<file path="src/rtl/cache_ctl_pkg.sv">
package cache_ctl_pkg;
  localparam int BIT_IC_EN  = 0;
  localparam int BIT_IC_INV = 1;
  localparam int BIT_IC_HI  = 2;
  localparam int BIT_OC_EN  = 4;
  localparam int BIT_OC_HI  = 5;
  localparam int BIT_OC_RAM = 6;
  localparam int BIT_DBL    = 8;

  typedef struct packed {
    logic dbl;
    logic oc_ram;
    logic oc_hi;
    logic oc_en;
    logic ic_hi;
    logic ic_en;
  } ctl_t;
endpackage

</file>
<file path="src/rtl/cache_ctl_reg.sv">
module cache_ctl_reg
  import cache_ctl_pkg::*;
(
  input  logic        clk_i,
  input  logic        rst_ni,
  input  logic        wr_en_i,
  input  logic [31:0] wr_data_i,
  output ctl_t        ctl_o,
  output logic        inv_start_o,
  output logic        err_o,
  output logic [31:0] rd_data_o
);
  ctl_t ctl_q, ctl_d;
  logic err_q;
  logic clash;

  assign clash = wr_data_i[BIT_OC_HI] & wr_data_i[BIT_OC_RAM];

  always_comb begin
    ctl_d = ctl_q;
    if (wr_en_i) begin
      ctl_d.ic_en  = wr_data_i[BIT_IC_EN];
      ctl_d.ic_hi  = wr_data_i[BIT_IC_HI];
      ctl_d.oc_en  = wr_data_i[BIT_OC_EN];
      ctl_d.oc_hi  = clash ? ctl_q.oc_hi : wr_data_i[BIT_OC_HI];
      // RAM mode only survives while the operand cache is on
      ctl_d.oc_ram = (clash ? ctl_q.oc_ram : wr_data_i[BIT_OC_RAM]) & wr_data_i[BIT_OC_EN];
      if (!(ctl_q.ic_en || ctl_q.oc_en)) ctl_d.dbl = wr_data_i[BIT_DBL];
    end
  end

  always_ff @(posedge clk_i or negedge rst_ni) begin
    if (!rst_ni) begin
      ctl_q <= '0;
      err_q <= 1'b0;
    end else begin
      ctl_q <= ctl_d;
      if (wr_en_i && clash) err_q <= 1'b1;
    end
  end

  assign ctl_o       = ctl_q;
  assign err_o       = err_q;
  assign inv_start_o = wr_en_i & wr_data_i[BIT_IC_INV];

  always_comb begin
    rd_data_o             = '0;
    rd_data_o[BIT_IC_EN]  = ctl_q.ic_en;
    rd_data_o[BIT_IC_HI]  = ctl_q.ic_hi;
    rd_data_o[BIT_OC_EN]  = ctl_q.oc_en;
    rd_data_o[BIT_OC_HI]  = ctl_q.oc_hi;
    rd_data_o[BIT_OC_RAM] = ctl_q.oc_ram;
    rd_data_o[BIT_DBL]    = ctl_q.dbl;
  end

  assert_oc_modes_exclusive_R8: assert property (@(posedge clk_i) disable iff (!rst_ni)
    !(ctl_q.oc_hi && ctl_q.oc_ram));
  assert_ram_needs_enable_R7: assert property (@(posedge clk_i) disable iff (!rst_ni)
    ctl_q.oc_ram |-> ctl_q.oc_en);
  assert_dbl_locked_R9: assert property (@(posedge clk_i) disable iff (!rst_ni)
    (ctl_q.ic_en || ctl_q.oc_en) |=> $stable(ctl_q.dbl));
  assert_err_sticky_R8: assert property (@(posedge clk_i) disable iff (!rst_ni)
    err_q |=> err_q);
endmodule

</file>
<file path="src/rtl/cache_idx_sel.sv">
module cache_idx_sel #(
  parameter int ADDR_W   = 32,
  parameter int LINE_LSB = 5,
  parameter int IDX_W    = 8,
  parameter int HI_BIT   = 25
) (
  input  logic [ADDR_W-1:0] ea_i,
  input  logic              hi_mode_i,
  output logic [IDX_W-1:0]  idx_o
);
  localparam int TOP = LINE_LSB + IDX_W - 1;

  logic [IDX_W-1:0] norm_idx, hi_idx;

  assign norm_idx = ea_i[TOP:LINE_LSB];
  assign hi_idx   = {ea_i[HI_BIT], ea_i[TOP-1:LINE_LSB]};
  assign idx_o    = hi_mode_i ? hi_idx : norm_idx;
endmodule

</file>
<file path="src/rtl/ic_inv_sweep.sv">
module ic_inv_sweep #(
  parameter int N_ENT = 256
) (
  input  logic                     clk_i,
  input  logic                     rst_ni,
  input  logic                     start_i,
  output logic                     busy_o,
  output logic                     clr_o,
  output logic [$clog2(N_ENT)-1:0] clr_idx_o
);
  localparam int CW = $clog2(N_ENT);
  localparam logic [CW-1:0] LAST = CW'(N_ENT - 1);

  logic [CW-1:0] cnt_q;
  logic          busy_q;

  always_ff @(posedge clk_i or negedge rst_ni) begin
    if (!rst_ni) begin
      cnt_q  <= '0;
      busy_q <= 1'b0;
    end else if (start_i) begin
      cnt_q  <= '0;
      busy_q <= 1'b1;
    end else if (busy_q) begin
      cnt_q <= cnt_q + 1'b1;
      if (cnt_q == LAST) busy_q <= 1'b0;
    end
  end

  assign busy_o    = busy_q;
  assign clr_o     = busy_q;
  assign clr_idx_o = cnt_q;

  assert_sweep_steps_R4: assert property (@(posedge clk_i) disable iff (!rst_ni)
    (busy_q && !start_i && cnt_q != LAST) |=> (busy_q && cnt_q == $past(cnt_q) + 1'b1));
  assert_sweep_ends_R4: assert property (@(posedge clk_i) disable iff (!rst_ni)
    (busy_q && !start_i && cnt_q == LAST) |=> !busy_q);
  assert_start_restarts_R4: assert property (@(posedge clk_i) disable iff (!rst_ni)
    start_i |=> (busy_q && cnt_q == '0));
endmodule

</file>
<file path="src/rtl/cache_ctl_top.sv">
module cache_ctl_top
  import cache_ctl_pkg::*;
#(
  parameter int ADDR_W   = 32,
  parameter int LINE_LSB = 5,
  parameter int IC_IDX_W = 8,
  parameter int OC_IDX_W = 9,
  parameter int HI_BIT   = 25
) (
  input  logic                clk_i,
  input  logic                rst_ni,
  input  logic                wr_en_i,
  input  logic [31:0]         wr_data_i,
  output logic [31:0]         rd_data_o,
  input  logic [ADDR_W-1:0]   ea_i,
  input  logic                xlat_en_i,
  input  logic                page_c_i,
  output logic [IC_IDX_W-1:0] ic_idx_o,
  output logic [OC_IDX_W-1:0] oc_idx_o,
  output logic                ic_cacheable_o,
  output logic                oc_cacheable_o,
  output logic                oc_ram_sel_o,
  output logic                dbl_mode_o,
  output logic                vclr_o,
  output logic [IC_IDX_W-1:0] vclr_idx_o,
  output logic                inv_busy_o,
  output logic                cfg_err_o
);
  localparam int IC_ENT = 1 << IC_IDX_W;

  ctl_t ctl;
  logic inv_start, page_ok;

  cache_ctl_reg u_reg (
    .clk_i, .rst_ni, .wr_en_i, .wr_data_i,
    .ctl_o(ctl), .inv_start_o(inv_start), .err_o(cfg_err_o), .rd_data_o
  );

  cache_idx_sel #(.ADDR_W(ADDR_W), .LINE_LSB(LINE_LSB), .IDX_W(IC_IDX_W), .HI_BIT(HI_BIT)) u_ic_idx (
    .ea_i, .hi_mode_i(ctl.ic_hi), .idx_o(ic_idx_o)
  );

  cache_idx_sel #(.ADDR_W(ADDR_W), .LINE_LSB(LINE_LSB), .IDX_W(OC_IDX_W), .HI_BIT(HI_BIT)) u_oc_idx (
    .ea_i, .hi_mode_i(ctl.oc_hi), .idx_o(oc_idx_o)
  );

  ic_inv_sweep #(.N_ENT(IC_ENT)) u_sweep (
    .clk_i, .rst_ni, .start_i(inv_start),
    .busy_o(inv_busy_o), .clr_o(vclr_o), .clr_idx_o(vclr_idx_o)
  );

  assign page_ok        = !xlat_en_i || page_c_i;
  assign ic_cacheable_o = ctl.ic_en && page_ok && !inv_busy_o;
  // index MSB picks the RAM half
  assign oc_ram_sel_o   = ctl.oc_en && ctl.oc_ram && oc_idx_o[OC_IDX_W-1];
  assign oc_cacheable_o = ctl.oc_en && page_ok && !oc_ram_sel_o;
  assign dbl_mode_o     = ctl.dbl;

  assert_no_hit_while_sweep_R5: assert property (@(posedge clk_i) disable iff (!rst_ni)
    inv_busy_o |-> !ic_cacheable_o);
  assert_ram_half_uncached_R6: assert property (@(posedge clk_i) disable iff (!rst_ni)
    oc_ram_sel_o |-> !oc_cacheable_o);
  assert_sweep_strobe_R4: assert property (@(posedge clk_i) disable iff (!rst_ni)
    inv_busy_o |-> vclr_o);
endmodule

</file>
<file path="config.mk">
export PLATFORM = sky130hd
export DESIGN_NAME = cache_ctl_top
export DESIGN_NICKNAME = d
export VERILOG_FILES = /design/src/rtl/cache_ctl_pkg.sv /design/src/rtl/cache_ctl_reg.sv /design/src/rtl/cache_idx_sel.sv /design/src/rtl/ic_inv_sweep.sv /design/src/rtl/cache_ctl_top.sv
export SDC_FILE = /design/constraint.sdc
export NUM_CORES = 1
export LEC_CHECK = 0
export ABC_AREA = 1
export BUFFER_PORTS_ARGS = -buffer_cell sky130_fd_sc_hd__buf_4
export CORE_MARGIN = 1.5
export CORE_UTILIZATION = 34
export DETAILED_ROUTE_END_ITERATION = 16
export GPL_TIMING_DRIVEN = 1
export PLACE_DENSITY = 0.89
export SYNTH_ARGS = -nofsm -noshare
export SYNTH_HDL_FRONTEND = slang
export SYNTH_HIERARCHICAL = 1
export SYNTH_SLANG_ARGS = --single-unit
</file>
<file path="constraint.sdc">
create_clock -name clk_i -period 1.1 [get_ports clk_i]
set_input_delay 0.22 -clock clk_i [delete_from_list [all_inputs] [get_ports clk_i]]
set_output_delay 0.22 -clock clk_i [all_outputs]
set_load 0.01 [all_outputs]
</file>
### After elaboration in Yosys (flattened, before gate mapping)

Cells that the tools add are included.

* bits of input ports: 69
* word-level logic and storage cells: 39
* bits in registers: 16
* output and inout port bits: 64

* mux-type cells: 8
* add/subtract/negate cells: 1
* equal/unequal tests: 1
* bitwise gates (word level): 5
* reduce and logical (&&, ||, !) cells: 15

Operator list (count)
* 8-bit 2-to-1 mux: 3
* 9-bit 2-to-1 mux: 1
* 8-bit by 1-bit adder with 8-bit output, second input constant: 1
* 8-bit equality test, second input constant: 1
* 1-bit logical AND: 7
* 1-bit 2-to-1 mux: 4
* 2-bit AND reduction: 2
* 1-bit bitwise AND: 3
* 1-bit zero test: 3
* 1-bit logical OR: 2
* 1-bit inverter: 2
* 2-bit nonzero test: 1

### Logic depth before layout (Yosys ltp)

Gate-level depths: netlist of the first run.

* word-level depth: 4
* mapped depth: 9
* depth with buffers taken out: 8

### By module

Netlist of the first run, hierarchy kept.

By module, submodules not included
* cache_ctl_reg: instances 1, cells an instance 70, area an instance 550.5 um2, sequential area each 175.2 um2
* ic_inv_sweep: instances 1, cells an instance 61, area an instance 476.7 um2, sequential area each 225.2 um2
* cache_idx_sel (u_oc_idx): instances 1, cells an instance 12, area an instance 75.1 um2, sequential area each 0.0 um2
* cache_idx_sel (u_ic_idx): instances 1, cells an instance 11, area an instance 67.6 um2, sequential area each 0.0 um2
* cache_ctl_top: instances 1, cells an instance 9, area an instance 46.3 um2, sequential area each 0.0 um2

### Least setup slack after synthesis of the first run

No wires, ideal clock.

* kind: flip-flop to flip-flop
* start: reg u_sweep.cnt_q[1], in the netlist u_sweep/clr_idx_o[1]
* end: reg u_sweep.cnt_q[4], in the netlist u_sweep/clr_idx_o[4]
* stages on the path, launching flop included: 7
* period minus slack after synthesis: 1.116 ns
* arrival: 1.003 ns
* required time: 0.987 ns
* buffers on the path: 0
* setup time: 0.113 ns
* slack: -0.016 ns
* path through: dfrtp_1 > ha_1 > nand2_1 > nor2_4 > a21oi_1 > nand2_1 > inv_1

* longest elaborated chain between the ends: 3

Ends and longest elaborated chain
* start, declared: line ic_inv_sweep.sv:14 `logic [CW-1:0] cnt_q;`
* start signal, assigned: line ic_inv_sweep.sv:25 `cnt_q <= cnt_q + 1'b1;`
* 8-bit by 1-bit adder with 8-bit output: line ic_inv_sweep.sv:25
* 8-bit 2-to-1 mux: line ic_inv_sweep.sv:24 `end else if (busy_q) begin`
* 8-bit 2-to-1 mux: line ic_inv_sweep.sv:21 `end else if (start_i) begin`

Every way passes these cells. The select of a mux whose other input is x is not followed.
A chain may end at the register's enable or synchronous reset.

### Final worst setup path of the first run

* start: reg u_reg.ctl_q, in the netlist u_reg/ctl_o[3]
* end: out oc_cacheable_o

* longest elaborated chain between the ends: 4

Ends and longest elaborated chain
* start, declared: line cache_ctl_reg.sv:13 `ctl_t ctl_q, ctl_d;`
* start signal, assigned: line cache_ctl_reg.sv:37 `ctl_q <= ctl_d;`
* 9-bit 2-to-1 mux: line cache_idx_sel.sv:17 `assign idx_o = hi_mode_i ? hi_idx : norm_idx;`
* 1-bit logical AND: line cache_ctl_top.sv:55 `assign oc_ram_sel_o = ctl.oc_en && ctl.oc_ram && oc_idx_o[OC_IDX_W-1];`
* 1-bit zero test: line cache_ctl_top.sv:56 `assign oc_cacheable_o = ctl.oc_en && page_ok && !oc_ram_sel_o;`
* 1-bit logical AND: line cache_ctl_top.sv:56
* end, declared: line cache_ctl_top.sv:21 `output logic oc_cacheable_o,`

Every way passes these cells.

==> impl_metrics.csv, run 1 <==
group,metric,value,unit
status,status,"complete, but fails checks",
status,failed_checks,"negative setup slack",
timing,final_max_slew_viol_count,0,
timing,hold_ws,0.140,ns
synth,syn_area,1220,um2
critical_path,worstReg2RegEnd,"u_sweep/clr_idx_o[5]",
clock_network,cts_root_buf,"clkbuf_4",
timing,setup_slack,-0.312,ns
critical_path,crit_path_max_incr_delay,0.40,ns
cells_and_area,antenna_cells,0,
clock_network,clk_latency,0.28,ns
global_routing,grt_usage,12.3,%
timing,period_needed,1.41,ns
clock_network,cts_htree_levels,1,
synth,synth_cell_type_count,18,
floorplan,start_util,35.9,%
critical_path,worstSetupPathType,"flop to primary output",
synth,syn_inst,163,
floorplan,dieWidth,62.8,um
route,viasPerCell,4.07,
route,drtAntennaViolNets,0,
clock_network,cts_tree,"done",
route,wirelength,2750,um
route,dr.pass1.iters,4,
timing,setup_tns,-1.73,ns
floorplan,die_area,3940,um2
place,numPortBuffers,38,
floorplan,io_pins,133,
synth,ys_ff_latch,16,
hold_path,holdPathEnd,"u_reg/ctl_o[1]",
timing,post-route-period-util,128,%
route,drcViolationCount,0,
critical_path,startpoint_type,"flop",
cells_and_area,mostFrequentLayoutCells,"buf_4 (41), nand2_1 (38), conb_1 (26)",
place,gp_congestion,0.833,
global_routing,grt_pass1_vias,923,
cells_and_area,final_nets,278,
clock_network,clockBufferDepth,2,
route,first_iter_violations,22,
timing,setup_viol,19,
run,cap_violations,0,
timing,hold_viol_final,0,
critical_path,worst_ep_required_time,0.88,ns
hold_path,hold_path_class,"input pin to flop",
critical_path,reg2reg_depth,7,
synth,ys_seq_area_share,32.9,%
timing,skew,0.00284,ns
critical_path,worst_path_most_repeated_cell,"nand2_2",
cells_and_area,nFillCells,321,
clock_network,clkTransAtPathRegs,0.10,ns
floorplan,coreArea,3390,um2
critical_path,cp_max_fo,3,
critical_path,worstReg2RegStart,"u_sweep/busy_o",
critical_path,critPathArrivalTime,1.19,ns
clock_network,cts_buffers,3,
critical_path,worstSetupEndpointType,"primary output",
timing,rsz0062_at_grt,"yes",
clock_network,cts.sinks,16,
power,powerDensity,1320,nW/um2
synth,yosysWarnings,6,
cells_and_area,syn2layout_area_growth,36.1,%
critical_path,r2r_setup_slack,-0.07,ns
floorplan,rows,21,
global_routing,overflow,0,
place,place_hpwl,1850,um
route,via_count,1030,
critical_path,crit_chain,"inv_1 > nand2_1 > nand2_2 > nand2_2 > nor2_4 > nor2_1 > buf_4",
timing,fmax,708,MHz
critical_path,worstSetupStartpoint,"u_reg/ctl_o[3]",
global_routing,antenna_found_initial,0,
hold_path,whs_path_depth,3,
power,p_leak,0.902,nW
global_routing,grt_pass1_wl,3880,um
power,peakVddDrop,0.000389,V
hold_path,hold_start,"wr_data_i[2]",
cells_and_area,final_common_cell,"buf_4",
cells_and_area,drive_gt1_share,44.4,%
global_routing,grt_max_degree,17,
route,wire_per_inst,10.9,um
floorplan,die_y,62.8,um
critical_path,crit_path_top_delay_cell,"dfrtp_1",
synth,synth.avg_cell_area,7.46,um2
-- timing repair --
| item | CTS | global route |
|---|---|---|
| setup buffers | 11 | 6 |
| hold buffers | 1 | 0 |
| resized for setup | 18 | 20 |
| endpoints found under the hold margin | 16 | 0 |
| setup endpoints to repair | 12 | 28 |
| pin swaps | 4 | 4 |
-- through the flow --
step	instance area (um2)	setup slack, ns	utilization, %	total power [mW]	std cells
2_1_floorplan	1310	0.00408	-	1.21	188
3_3_place_gp	1340	-0.0325	39.6	1.38	231
3_5_place_dp	1340	-0.0394	39.6	1.40	231
4_1_cts	1540	-0.331	45.5	2.07	247
5_1_grt	1660	-0.402	48.8	2.34	253
6_report	1660	-0.312	48.8	2.19	253
-- flip-flops by register name (all words and copies together) (netlist names) --
register,count
u_sweep/clr_idx_o,8
u_reg/ctl_o,6
u_reg/err_o,1
u_sweep/busy_o,1
-- metal layers --
layer | GRT usage, % | up-vias | part of all wire, % | wire, um
li1 | - | 509 | - | -
met1 | 14.1 | 467 | 43 | 1170
met2 | 22.6 | 46 | 50 | 1370
met3 | 2.16 | 8 | 4.3 | 118
met4 | 4.72 | 0 | 3.3 | 92
met5 | 0 | - | 0 | 0
-- critical path: cells and delay by family (launching register included) --
family | cells | cell delay [ns]
flops | 1 | 0.40
simple gates | 5 | 0.32
buf+inv | 2 | 0.19
-- logic make-up (layout without fill, tap and decap cells) --
family / count (synthesis) / after routing / synth area share (%)
and+or+nand+nor: 71 / 71 / 26.3
buffers and inverters: 65 / 84 / 35.5
DFF: 16 / 16 / 32.9
AOI/OAI and AO/OA: 9 / 9 / 3.91
adders and majority gates: 1 / 1 / 1.03
other: 1 / 26 / 0.308
-- where the power goes --
group	leakage (nW)	switching [mW]	internal [mW]
Combinational	0.683	0.458	0.592
Clock	0.0210	0.181	0.201
Sequential	0.198	0.0890	0.670
-- worst max path at each step --
stage                     slack, ns             end
after detailed placement      -0.04  oc_cacheable_o
after CTS                     -0.33  oc_cacheable_o
after floorplan               0.004  oc_cacheable_o
after global routing          -0.40  oc_cacheable_o
final                         -0.31  oc_cacheable_o
after global placement        -0.03  oc_cacheable_o
-- final cells by class --
class                           count  area, um2  share of cell area (%)
Timing Repair Buffer               64        566                    34.2
Multi-Input combinational cell    107        536                    32.4
Sequential cell                    16        400                    24.2
Inverter                           16       60.1                    3.63
Tap cell                           46       57.6                    3.48
Clock buffer                        4       36.3                    2.19
-- synth_stat cells --
cell,instances,share of area [%]
a21oi_1,6,2.5
buf_4,48,30
buf_6,1,0.93
conb_1,1,0.31
dfrtp_1,16,33
ha_1,1,1.0
inv_1,13,4.0
inv_2,3,0.93
nand2_1,41,13
nand2_2,3,1.5
nand3_1,7,2.9
nor2_1,13,4.0
nor2_2,1,0.51
nor2_4,4,3.7
nor3_1,1,0.41
nor3b_1,1,0.62
o21ai_0,2,0.82
o21bai_1,1,0.62
Power figures use the tool's default switching activity.
==> run 2: changes to the inputs <==
--- a/config.mk
+++ b/config.mk
@@ -6,12 +6,13 @@
 export NUM_CORES = 1
 export LEC_CHECK = 0
 export ABC_AREA = 1
-export BUFFER_PORTS_ARGS = -buffer_cell sky130_fd_sc_hd__buf_4
+export BUFFER_PORTS_ARGS = -buffer_cell sky130_fd_sc_hd__buf_2
 export CORE_MARGIN = 1.5
 export CORE_UTILIZATION = 34
 export DETAILED_ROUTE_END_ITERATION = 16
 export GPL_TIMING_DRIVEN = 1
 export PLACE_DENSITY = 0.89
+export SKIP_LAST_GASP = 1
 export SYNTH_ARGS = -nofsm -noshare
 export SYNTH_HDL_FRONTEND = slang
 export SYNTH_HIERARCHICAL = 1
==> run 2 against run 1 <==
The run still ends with negative setup slack left. Routed wire length increased by 0.11%. Global-route usage up 1.1 points. Sequential power grew 4.5%. Critical path type unchanged. Critical endpoint unchanged. Largest power group unchanged.
==> impl_metrics.csv, run 2 (synthesis results as in run 1) <==
group,metric,value,unit
timing,hold_viol_final,0,
critical_path,crit_chain,"inv_1 > nand2_1 > nand2_2 > nand2_2 > nor2_4 > nor2_1 > buf_2",
place,numPortBuffers,38,
status,status,"complete, but fails checks",
clock_network,cts_tree,"done",
status,failed_checks,"negative setup slack",
critical_path,cp_max_fo,4,
route,drtAntennaViolNets,0,
place,gp_congestion,0.853,
route,viasPerCell,4.11,
power,peakVddDrop,0.000491,V
power,power_frac_clock,18.5,%
critical_path,timing.critical_path.buf_inv,2,
cells_and_area,postLayoutCellArea,1540,um2
route,via_count,1019,
clock_network,cts_htree_levels,1,
timing,final_max_slew_viol_count,0,
global_routing,overflow,0,
cells_and_area,antenna_cells,0,
route,wirelength,2760,um
route,dr.pass1.iters,4,
run,cap_violations,0,
critical_path,crit_path_max_incr_delay,0.42,ns
critical_path,startpoint_type,"flop",
clock_network,clkTransAtPathRegs,0.09,ns
cells_and_area,drive_gt1_share,45.0,%
cells_and_area,syn2layout_area_growth,26.6,%
power,p_seq_share,38.1,%
global_routing,grt_pass1_vias,961,
route,drcViolationCount,0,
timing,setup_tns,-1.67,ns
power,p_comb_share,43.4,%
cells_and_area,final_nets,273,
floorplan,io_pins,133,
critical_path,worst_path_most_repeated_cell,"nand2_2",
global_routing,grt_usage,13.5,%
timing,rsz0062_at_grt,"yes",
clock_network,cts_root_buf,"clkbuf_4",
clock_network,clockBufferDepth,2,
clock_network,cts.sinks,16,
floorplan,coreArea,3390,um2
global_routing,antenna_found_initial,0,
timing,post-route-period-util,129,%
hold_path,hold_path_class,"input pin to flop",
cells_and_area,utilization,45.4,%
place,place_ws,-0.0462,ns
critical_path,worstSetupEndpointType,"primary output",
power,power.total,2.08,mW
critical_path,critPathArrivalTime,1.20,ns
route,wire_per_inst,11.1,um
cells_and_area,largest_register_ffs,8,
global_routing,grt_pass1_wl,4220,um
timing,setup_viol,18,
critical_path,crit_path_top_delay_cell,"dfrtp_1",
power,p_int,1.36,mW
clock_network,clk_latency,0.28,ns
floorplan,rows,21,
power,p_leak,0.852,nW
place,place_hpwl,1820,um
global_routing,grt_max_degree,17,
critical_path,worstSetupPathType,"flop to primary output",
power,p_sw_share,34.8,%
floorplan,die_y,62.8,um
clock_network,cts_buffers,3,
floorplan,die_area,3940,um2
timing,skew,0.00279,ns
power,p_switching,724,uW
critical_path,cpLargestDelayFamily,"flip-flops",
cells_and_area,mostFrequentLayoutCells,"nand2_1 (36), buf_2 (30), conb_1 (26)",
floorplan,dieWidth,62.8,um
timing,period_needed,1.42,ns
floorplan,start_util,35.9,%
power,powerDensity,1350,nW/um2
place,dpl_cell_area,1240,um2
timing,setup_slack,-0.323,ns
cells_and_area,final_common_cell,"nand2_1",
timing,fmax,703,MHz
critical_path,worst_ep_required_time,0.88,ns
route,first_iter_violations,31,
-- run 2: cell type report --
type                            instances  area, um2
Fill cell                             316       1850
Tap cell                               46       57.6
Multi-Input combinational cell        107        553
Clock buffer                            4       36.3
Timing Repair Buffer                   59        430
Inverter                               16       60.1
Sequential cell                        16        403
-- run 2: worst paths after layout --
check / from / end / slack, ns / cells past startpoint
max in group asynchronous: rst_ni / u_sweep/clr_idx_o[2] / 0.44 / 2
worst max register to register: u_sweep/busy_o / u_sweep/clr_idx_o[4] / -0.10 / 6
worst max-delay path: u_reg/ctl_o[3] / oc_cacheable_o / -0.32 / 7
worst min register to register: u_reg/err_o / u_reg/err_o / 0.47 / 1
min in group asynchronous: rst_ni / u_sweep/clr_idx_o[5] / 0.37 / 2
worst min-delay path: wr_data_i[2] / u_reg/ctl_o[1] / 0.14 / 3
-- run 2: through the flow --
step | hold WS (ns) | std cells
2_1_floorplan | -0.0756 | 188
3_3_place_gp | 0.150 | 230
3_5_place_dp | 0.150 | 230
4_1_cts | 0.132 | 243
5_1_grt | 0.126 | 248
6_report | 0.140 | 248
-- run 2: what timing repair did --
action / CTS / global route
pin swaps: 7 / 7
setup endpoints to repair: 14 / 28
gates resized for setup: 12 / 26
hold buffers: 1 / 0
cloned: 0 / 0
setup buffers: 8 / 6
hold endpoints to repair: 16 / 0
-- run 2: power by group through the flow --
| stage | registers, mW | logic, mW | clock network [mW] |
|---|---|---|---|
| 3_3_place_gp | 0.763 | 0.537 | 0 |
| 6_report | 0.793 | 0.904 | 0.385 |
| 5_1_grt | 0.806 | 0.978 | 0.432 |
| 2_1_floorplan | 0.796 | 0.412 | 0 |
| 4_1_cts | 0.754 | 0.729 | 0.401 |
| 3_5_place_dp | 0.770 | 0.552 | 0 |
-- run 2: tightest hold or removal path: cells and delay by family --
family,cells,cell delay (ns)
AND/OR/NAND/NOR,2,0.10
buffers and inverters,1,0.07
-- run 2: per-layer routing --
layer | wire [um] | track usage (%) | share of wire [%] | vias up
li1 | - | - | - | 499
met1 | 1050 | 14.1 | 38 | 473
met2 | 1460 | 23.4 | 53 | 41
met3 | 198 | 4.50 | 7.2 | 6
met4 | 48 | 7.78 | 1.7 | 0
met5 | 0 | 0 | 0 | -
==> run 3: changes to the inputs <==
--- a/config.mk
+++ b/config.mk
@@ -17,3 +17,4 @@
 export SYNTH_HDL_FRONTEND = slang
 export SYNTH_HIERARCHICAL = 1
 export SYNTH_SLANG_ARGS = --single-unit
+export TNS_END_PERCENT = 5
==> run 3 against run 2 <==
The flow still finishes with violations (negative setup slack). Routed wire length is 19% lower. Combinational power decreased by 38%. Die area unchanged. Non-clock buffer count decreased by 13. Register-to-register slack better by 0.04 ns. Count of clock-buffer cells in the layout unchanged. Utilization decreased by 7.4 points. Critical path depth unchanged. Clock skew rose by 0.0025 ns. Final cell count shrank 5.2%. Global-route usage shrank 1.3 points. Maximum frequency is 0.13% higher. Critical path type unchanged. Critical endpoint unchanged. Highest routed layer unchanged.
==> impl_metrics.csv, run 3 (synthesis results as in run 1) <==
group,metric,value,unit
critical_path,crit_chain,"inv_1 > nand2_1 > nand2_2 > nand2_2 > nor2_4 > nor2_1 > buf_2",
floorplan,io_pins,133,
power,p_leak,0.756,nW
place,place_ws,-0.0462,ns
place,dpl_cell_area,1240,um2
hold_path,whs_path_depth,3,
cells_and_area,antenna_cells,0,
floorplan,dieWidth,62.8,um
power,p_switching,592,uW
power,p_int,1.11,mW
hold_path,hold_path_class,"input pin to flop",
critical_path,r2r_setup_slack,-0.06,ns
clock_network,clockBufferDepth,2,
timing,period_needed,1.42,ns
power,power_frac_clock,22.6,%
critical_path,timing.critical_path.buf_inv,2,
timing,setup_slack,-0.322,ns
critical_path,worstSetupPathType,"flop to primary output",
route,wirelength,2230,um
global_routing,grt_util_met2,20.3,%
global_routing,antenna_found_initial,0,
route,dr.pass1.iters,4,
floorplan,die_area,3940,um2
timing,setup_viol,14,
critical_path,worstSetupEndpointType,"primary output",
power,powerDensity,1320,nW/um2
power,peakVddDrop,0.000455,V
global_routing,grt_pass1_vias,910,
critical_path,cpLargestDelayFamily,"flip-flops",
timing,final_max_slew_viol_count,0,
critical_path,worst_path_most_repeated_cell,"nand2_2",
global_routing,grt_max_degree,17,
critical_path,startpoint_type,"flop",
critical_path,critPathArrivalTime,1.20,ns
power,p_comb_share,33.0,%
route,drtAntennaViolNets,0,
global_routing,busiest_layer,"met2",
clock_network,clk_latency,0.28,ns
route,first_iter_violations,38,
place,numPortBuffers,38,
critical_path,reg2reg_depth,7,
clock_network,cts.sinks,16,
critical_path,cp_max_fo,4,
floorplan,rows,21,
clock_network,cts_tree,"done",
place,place_hpwl,1820,um
clock_network,cts_setup_buffers,0,
timing,fmax,703,MHz
clock_network,clkTransAtPathRegs,0.10,ns
clock_network,cts_buffers,3,
timing,skew,0.00528,ns
status,failed_checks,"negative setup slack",
timing,rsz0062_at_grt,"yes",
cells_and_area,postLayoutCellArea,1290,um2
status,status,"complete, but fails checks",
timing,hold_viol_final,0,
floorplan,coreArea,3390,um2
clock_network,cts_htree_levels,1,
critical_path,crit_path_max_incr_delay,0.42,ns
global_routing,grt_pass1_wl,3800,um
critical_path,path_depth,7,
run,cap_violations,0,
power,p_seq_share,44.4,%
route,viasPerCell,4.01,
cells_and_area,final_common_cell,"nand2_1",
power,power.total,1.70,mW
place,gp_congestion,0.853,
global_routing,grtUsageMet3,4.86,%
route,drcViolationCount,0,
floorplan,start_util,35.9,%
cells_and_area,final_nets,260,
cells_and_area,largest_register_ffs,8,
timing,hold_ws,0.137,ns
route,wire_per_inst,9.51,um
clock_network,cts_root_buf,"clkbuf_4",
cells_and_area,mostFrequentLayoutCells,"nand2_1 (40), buf_2 (38), conb_1 (26)",
global_routing,met1_usage,12.3,%
critical_path,worst_ep_required_time,0.88,ns
cells_and_area,syn2layout_area_growth,6.07,%
floorplan,die_y,62.8,um
timing,setup_tns,-1.60,ns
cells_and_area,nFillCells,349,
power,p_sw_share,34.8,%
global_routing,overflow,0,
global_routing,grt_usage,12.2,%
critical_path,crit_path_top_delay_cell,"dfrtp_1",
timing,post-route-period-util,129,%
cells_and_area,drive_gt1_share,32.8,%
route,via_count,942,
## run 3: cell types whose count changed in the layout (fill, tap and decap cells not counted), sizes merged
cell	change
buf	-13
## run 3: power groups by stage
stage	Clock (mW)	Sequential, mW	Combinational [mW]
after detailed placement	0	0.770	0.552
after floorplan	0	0.796	0.412
after CTS	0.401	0.758	0.558
after global routing	0.432	0.774	0.635
final	0.385	0.756	0.561
after global placement	0	0.763	0.537
## run 3: worst min-delay path, cell delays in order
cell	delay, ns
buf_2	0.07
nand2_1	0.04
nand2_1	0.06
## run 3: layer usage
| metal | wire length [um] | vias up |
|---|---|---|
| li1 | - | 472 |
| met1 | 877 | 411 |
| met2 | 1060 | 49 |
| met3 | 232 | 10 |
| met4 | 67 | 0 |
| met5 | 0 | - |
## run 3: timing repair
action | CTS | global route
hold buffers | 1 | 0
resized for setup | 0 | 1
endpoints found under the hold margin | 16 | 0
pin swaps | 2 | 1
endpoints found under the setup margin | 14 | 26
## run 3: path summary, 6_finish.rpt
kind | start | endpoint
worst min-delay path | wr_data_i[2] | u_reg/ctl_o[1]
max in group asynchronous | rst_ni | u_sweep/busy_o
min in group asynchronous | rst_ni | u_reg/ctl_o[3]
worst min register to register | u_reg/err_o | u_reg/err_o
worst max register to register | u_sweep/clr_idx_o[1] | u_sweep/clr_idx_o[4]
worst max-delay path | u_reg/ctl_o[3] | oc_cacheable_o
## run 3: layout make-up
class / count / area [um2] / share of cell area, %
clock buffer: 4 / 36.3 / 2.81
inverter: 16 / 60.1 / 4.66
multi-input combinational: 107 / 483 / 37.4
sequential: 16 / 400 / 31.0
tap: 46 / 57.6 / 4.46
timing repair buffer: 46 / 253 / 19.6
## run 3: through the flow
| stage | instances | util [%] |
|---|---|---|
| after floorplan | 188 | - |
| after global placement | 230 | 36.6 |
| after detailed placement | 230 | 36.6 |
| after CTS | 235 | 38.0 |
| after global routing | 235 | 38.1 |
| final | 235 | 38.1 |
